<file path="src/rtl/diseqc_env_pkg.sv">
package diseqc_env_pkg;

    typedef enum logic [2:0] {
        ST_IDLE,
        ST_LEAD_GAP,
        ST_BIT_ON,
        ST_BIT_OFF,
        ST_TRAIL_GAP,
        ST_TONE_BURST,
        ST_TAIL_GAP,
        ST_FINISH
    } tx_state_e;

    typedef enum logic [1:0] {
        BURST_NONE = 2'b00,
        BURST_TONE = 2'b01,
        BURST_BYTE = 2'b10,
        BURST_RSVD = 2'b11
    } burst_sel_e;

endpackage

</file>
<file path="src/rtl/diseqc_us_tick.sv">
module diseqc_us_tick #(
    parameter int RATIO = 50
) (
    input  logic clk,
    input  logic rst_n,
    input  logic run,
    output logic tick
);
    localparam int DW = (RATIO > 1) ? $clog2(RATIO) : 1;
    localparam logic [DW-1:0] LAST = DW'(RATIO - 1);

    logic [DW-1:0] div_cnt;

    always_ff @(posedge clk or negedge rst_n) begin
        if (!rst_n)
            div_cnt <= '0;
        else if (!run || div_cnt == LAST)
            div_cnt <= '0;
        else
            div_cnt <= div_cnt + DW'(1);
    end

    assign tick = run && (div_cnt == LAST);
endmodule

</file>
<file path="src/rtl/diseqc_seg_timer.sv">
module diseqc_seg_timer #(
    parameter int TW = 16
) (
    input  logic          clk,
    input  logic          rst_n,
    input  logic          run,
    input  logic          tick,
    input  logic [TW-1:0] seg_len,
    output logic          seg_end
);
    logic [TW-1:0] elapsed;

    assign seg_end = tick && (elapsed == seg_len - TW'(1));

    always_ff @(posedge clk or negedge rst_n) begin
        if (!rst_n)
            elapsed <= '0;
        else if (!run || seg_end)
            elapsed <= '0;
        else if (tick)
            elapsed <= elapsed + TW'(1);
    end
endmodule

</file>
<file path="src/rtl/diseqc_env_tx.sv">
module diseqc_env_tx
    import diseqc_env_pkg::*;
#(
    parameter int CLK_HZ    = 50_000_000,
    parameter int MAX_BYTES = 6,
    parameter int LEN_W     = 4,
    parameter int SHORT_US  = 500,
    parameter int LONG_US   = 1000,
    parameter int GAP_US    = 16000,
    parameter int TONE_US   = 12500,
    parameter int TAIL_US   = 20000
) (
    input  logic                   clk,
    input  logic                   rst_n,
    input  logic                   start,
    input  logic [LEN_W-1:0]       msg_len,
    input  logic [MAX_BYTES*8-1:0] msg_data,
    input  logic [1:0]             burst_sel,
    output logic                   tone_en,
    output logic                   busy,
    output logic                   done
);
    localparam int TICK_RATIO = CLK_HZ / 1_000_000;
    localparam int SPAN_US    = SHORT_US + LONG_US + GAP_US + TONE_US + TAIL_US;
    localparam int TW         = $clog2(SPAN_US + 1);
    localparam int DQ_W       = (MAX_BYTES + 1) * 8;
    localparam logic [LEN_W-1:0] LEN_CAP = LEN_W'(MAX_BYTES);

    tx_state_e        state, state_n;
    burst_sel_e       burst_q;
    logic [DQ_W-1:0]  data_q;
    logic [7:0]       cur_byte;
    logic [3:0]       bit_idx;
    logic             parity;
    logic             in_burst;
    logic [LEN_W-1:0] bytes_left;
    logic [TW-1:0]    seg_len;
    logic             run, tick, seg_end;
    logic             cur_bit, last_bit, more_bytes;

    assign run        = (state != ST_IDLE) && (state != ST_FINISH);
    assign last_bit   = bit_idx[3];
    assign cur_bit    = last_bit ? parity : cur_byte[7];
    assign more_bytes = bytes_left > LEN_W'(1);

    diseqc_us_tick #(.RATIO(TICK_RATIO)) u_tick (
        .clk (clk), .rst_n (rst_n), .run (run), .tick (tick)
    );

    diseqc_seg_timer #(.TW(TW)) u_timer (
        .clk (clk), .rst_n (rst_n), .run (run), .tick (tick),
        .seg_len (seg_len), .seg_end (seg_end)
    );

    // interval length of the current state, in ticks
    always_comb begin
        unique case (state)
            ST_LEAD_GAP, ST_TRAIL_GAP: seg_len = TW'(GAP_US);
            ST_BIT_ON:     seg_len = cur_bit ? TW'(SHORT_US) : TW'(LONG_US);
            ST_BIT_OFF:    seg_len = cur_bit ? TW'(LONG_US)  : TW'(SHORT_US);
            ST_TONE_BURST: seg_len = TW'(TONE_US);
            ST_TAIL_GAP:   seg_len = TW'(TAIL_US);
            default:       seg_len = TW'(1);
        endcase
    end

    // next-state logic
    always_comb begin
        state_n = state;
        unique case (state)
            ST_IDLE:       if (start) state_n = ST_LEAD_GAP;
            ST_LEAD_GAP:   if (seg_end)
                               state_n = (bytes_left != '0) ? ST_BIT_ON : ST_TRAIL_GAP;
            ST_BIT_ON:     if (seg_end) state_n = ST_BIT_OFF;
            ST_BIT_OFF:    if (seg_end) begin
                               if (!last_bit)      state_n = ST_BIT_ON;
                               else if (in_burst)  state_n = ST_TAIL_GAP;
                               else if (more_bytes) state_n = ST_BIT_ON;
                               else                state_n = ST_TRAIL_GAP;
                           end
            ST_TRAIL_GAP:  if (seg_end) begin
                               unique case (burst_q)
                                   BURST_TONE: state_n = ST_TONE_BURST;
                                   BURST_BYTE: state_n = ST_BIT_ON;
                                   default:    state_n = ST_FINISH;
                               endcase
                           end
            ST_TONE_BURST: if (seg_end) state_n = ST_TAIL_GAP;
            ST_TAIL_GAP:   if (seg_end) state_n = ST_FINISH;
            ST_FINISH:     state_n = ST_IDLE;
            default:       state_n = ST_IDLE;
        endcase
    end

    // state register
    always_ff @(posedge clk or negedge rst_n) begin
        if (!rst_n) state <= ST_IDLE;
        else        state <= state_n;
    end

    // symbol datapath
    always_ff @(posedge clk or negedge rst_n) begin
        if (!rst_n) begin
            burst_q    <= BURST_NONE;
            data_q     <= '0;
            cur_byte   <= '0;
            bit_idx    <= '0;
            parity     <= 1'b1;
            in_burst   <= 1'b0;
            bytes_left <= '0;
        end else if (state == ST_IDLE && start) begin
            burst_q    <= burst_sel_e'(burst_sel);
            data_q     <= {8'h00, msg_data};
            cur_byte   <= msg_data[7:0];
            bit_idx    <= '0;
            parity     <= 1'b1;
            in_burst   <= 1'b0;
            bytes_left <= (msg_len > LEN_CAP) ? LEN_CAP : msg_len;
        end else if (seg_end) begin
            if (state == ST_BIT_OFF) begin
                if (!last_bit) begin
                    parity   <= parity ^ cur_byte[7];
                    cur_byte <= {cur_byte[6:0], 1'b0};
                    bit_idx  <= bit_idx + 4'd1;
                end else begin
                    parity   <= 1'b1;
                    bit_idx  <= '0;
                    cur_byte <= data_q[15:8];
                    data_q   <= {8'h00, data_q[DQ_W-1:8]};
                    if (bytes_left != '0) bytes_left <= bytes_left - LEN_W'(1);
                end
            end else if (state == ST_TRAIL_GAP && burst_q == BURST_BYTE) begin
                cur_byte <= 8'hFF;
                bit_idx  <= '0;
                parity   <= 1'b1;
                in_burst <= 1'b1;
            end
        end
    end

    // outputs
    always_comb begin
        tone_en = (state == ST_BIT_ON) || (state == ST_TONE_BURST);
        busy    = (state != ST_IDLE);
        done    = (state == ST_FINISH);
    end
endmodule

</file>
<file path="config.mk">
export PLATFORM = sky130hd
export DESIGN_NAME = diseqc_env_tx
export DESIGN_NICKNAME = d
export VERILOG_FILES = /design/src/rtl/diseqc_env_pkg.sv /design/src/rtl/diseqc_us_tick.sv /design/src/rtl/diseqc_seg_timer.sv /design/src/rtl/diseqc_env_tx.sv
export SDC_FILE = /design/constraint.sdc
export NUM_CORES = 1
export LEC_CHECK = 0
export BUFFER_PORTS_ARGS = -buffer_cell sky130_fd_sc_hd__buf_2
export CAP_MARGIN = 20
export CORE_UTILIZATION = 63
export DETAILED_ROUTE_END_ITERATION = 8
export PLACE_DENSITY = 0.93
export SYNTH_ARGS = -nofsm -noshare
export SYNTH_HDL_FRONTEND = slang
export SYNTH_SLANG_ARGS = --single-unit
</file>
<file path="constraint.sdc">
create_clock -name clk -period 5 [get_ports clk]
set_input_delay 0.75 -clock clk [delete_from_list [all_inputs] [get_ports clk]]
set_output_delay 0.75 -clock clk [all_outputs]
set_load 0.02 [all_outputs]
</file>
==> results.yml <==
floorplanning:
  die_area_sq_um: 7858
  placementRows: 31
  coreArea_sq_um: 7253
  start_util_pct: 65.21
  die_w_um: 88.65
  die_h_um: 88.65
  ioPinCount: 60
clock_tree:
  numCtsBuffers: 9
  clkSinkCount: 85
  clk_pin_slew_ps: 100
  cts_tree: "done"
  post_cts_buffers: 0
  clk_latency_ps: 360
  ctsHoldBuffers: 0
  clockBufferDepth: 2
  cts_max_level: 3
  post_cts_resized: 0
  clockRootBuffer: "clkbuf_8"
layout:
  n_antenna_cell: 0
  final_cell_mix: "84 x dfrtp_1, 75 x nand2_1, 58 x buf_2"
  area_growth_pct: 11.32
  final_area_sq_um: 5265
  nets: 622
  mostFrequentLayoutCell: "dfrtp_1"
  layout-drive-gt1-share_pct: 17.23
  fill_cells: 520
outcome:
  status: "finished, final reports clean"
power_and_ir_drop:
  peakVddDrop_v: 0.0003091
  power_density_nw_per_um2: 325.9
  p_leak_nw: 2.513
timing:
  tightest_slew_ps: 918.4
  finalSetupViolCount: 0
  clock.fmax_ghz: 0.2742
  min_period_ps: 3647
  setup_tns_ps: 0
  rsz0062_at_grt: "false"
  hold_violations: 0
  fin_crit_sh_pct: 72.94
  final_max_slew_viol_count: 0
  timing.slew.headroom_pct: 38.77
  fin_skew_ps: 16.37
setup_path:
  criticalPathCategory: "register to register"
  worst_r2r_startpoint: "state[2]"
  worstSetupStartpointType: "register"
  regToRegEndpoint: "data_q[35]"
  end_kind: "register"
  startpoint: "state[2]"
  cp_max_fo: 33
  required_ps: 5270
  r2r_slack_ps: 1350
  crit_arrival_ps: 3910
  ff2ff_path_depth: 8
global_route:
  overflow: 0
  grt_pass1_wl_um: 16970
  antenna_found_initial: 0
  track_usage_pct: 28.48
  grt_pass1_vias: 3586
  grt_max_degree: 86
flow_run:
  cap_viol_max_count: 0
synthesis:
  ys_warn_count: 0
  yosysSeqAreaShare_pct: 45.00
  avgSynthCellArea_sq_um: 9.130
  synth_edf_count: 0
  ys_types: 62
  ys_ff_latch: 85
  syn_area_sq_um: 4730
  synthCells: 518
  ys_async_sr_fraction_pct: 100.0
  synth_nets: 582
  synth_flop_cell: "dfrtp_1"
route:
  post_drt_via_cell_ratio: 6.063
  wl_per_cell_um: 16.05
  vias: 4014
  drtAntennaViolNets: 0
  first_iter_violations: 366
  drt-total-wl_um: 10620
  drtPass1Iterations: 5
  drcViolationCount: 0
placement:
  gp_congestion: 0.9302
  placed_area_sq_um: 5029
  dp.final_hpwl_um: 7338
  portBuffers: 59
hold_path:
  hold_class: "primary input to async pin"
==> per-stage QoR <==
step           setup slack, ps  hold slack, ps  util [%]  std cells  power [mW]
3_5_place_dp              1439           486.0     69.33        644       1.250
5_1_grt                   1050           183.0     72.59        662       1.812
3_3_place_gp              1598           476.7     69.33        644       1.216
2_1_floorplan             2059           454.4         -        518       1.134
4_1_cts                   1398           503.0     71.93        660       1.714
6_report                  1353           198.3     72.59        662       1.716
==> registers in the layout, summed over array words and instances, names as in the netlist <==
name / flops
cur_byte: 8
bytes_left: 4
u_tick.div_cnt: 6
data_q: 40
bit_idx: 4
in_burst: 1
u_timer.elapsed: 16
burst_q: 2
state: 3
parity: 1
==> critical path: stages, from the launching register on <==
cell,delay (ps)
dfrtp_1,950
nor2b_1,400
nand2b_1,120
a311oi_1,400
and2_1,230
nand3_2,580
buf_4,500
mux2i_1,150
o21ai_0,200
==> synth_stat cells (5+ instances only) <==
library cell   n  share of area, %
o21a_1         6              0.95
xnor2_1       10               1.9
nor2b_1        8               1.1
mux2i_1       40               8.5
nand3_1       22               2.3
or4_1          5              0.79
buf_2          7              0.74
nor2_1        43               3.4
o22ai_1        7              0.93
a21oi_1       10               1.1
clkbuf_1      24               1.9
xor2_1        13               2.4
inv_1         14               1.1
nor3_1         9              0.95
nand2_1       75               6.0
dfrtp_1       84                44
nand2b_1       6              0.79
o21ai_0       51               5.4
ha_1           7               1.9
==> cell type report <==
| cell class | count | area, sq um | share of cell area, % |
|---|---|---|---|
| Multi-Input combinational cell | 385 | 2411 | 45.79 |
| Timing Repair Buffer | 63 | 360.3 | 6.844 |
| Clock buffer | 10 | 137.6 | 2.614 |
| Tap cell | 99 | 123.9 | 2.353 |
| Inverter | 14 | 52.55 | 0.9981 |
| Sequential cell | 85 | 2128 | 40.42 |
| Clock inverter | 6 | 51.30 | 0.9743 |
==> per-layer routing <==
layer  vias to the layer above  part of all wire [%]  track usage [%]  wire (um)
met5                         -                     0                0          0
met4                         0                   2.4            13.64        260
met3                        30                   4.8            5.784        505
met2                       138                    49            43.15       5165
met1                      1934                    44            39.45       4691
li1                       1912                     -                -          -
==> worst max path at each step <==
stage | cells past startpoint | end | slack [ps]
global route | 8 | data_q[31] | 1050
floorplan | 8 | bytes_left[0] | 2060
CTS | 8 | data_q[35] | 1400
detailed placement | 8 | data_q[35] | 1440
finish | 8 | data_q[35] | 1350
global placement | 8 | data_q[36] | 1600
==> where the power goes <==
part,switching (mW),total [mW],internal [mW]
Sequential,0.124,0.950,0.826
Clock,0.270,0.472,0.202
Combinational,0.156,0.295,0.139
Total,0.549,1.72,1.17
==> logic make-up (layout without fill, tap and decap cells) <==
logic type	after synthesis	after routing	share of synthesized area [%]
simple gates	204	204	21.03
flops	85	85	45.00
xor+xnor	23	23	4.259
compound gates	108	108	14.52
buf+inv	48	93	4.153
mux	43	43	9.180
fa+ha+maj	7	7	1.852
No activity file was read; power rests on OpenSTA's default activity.
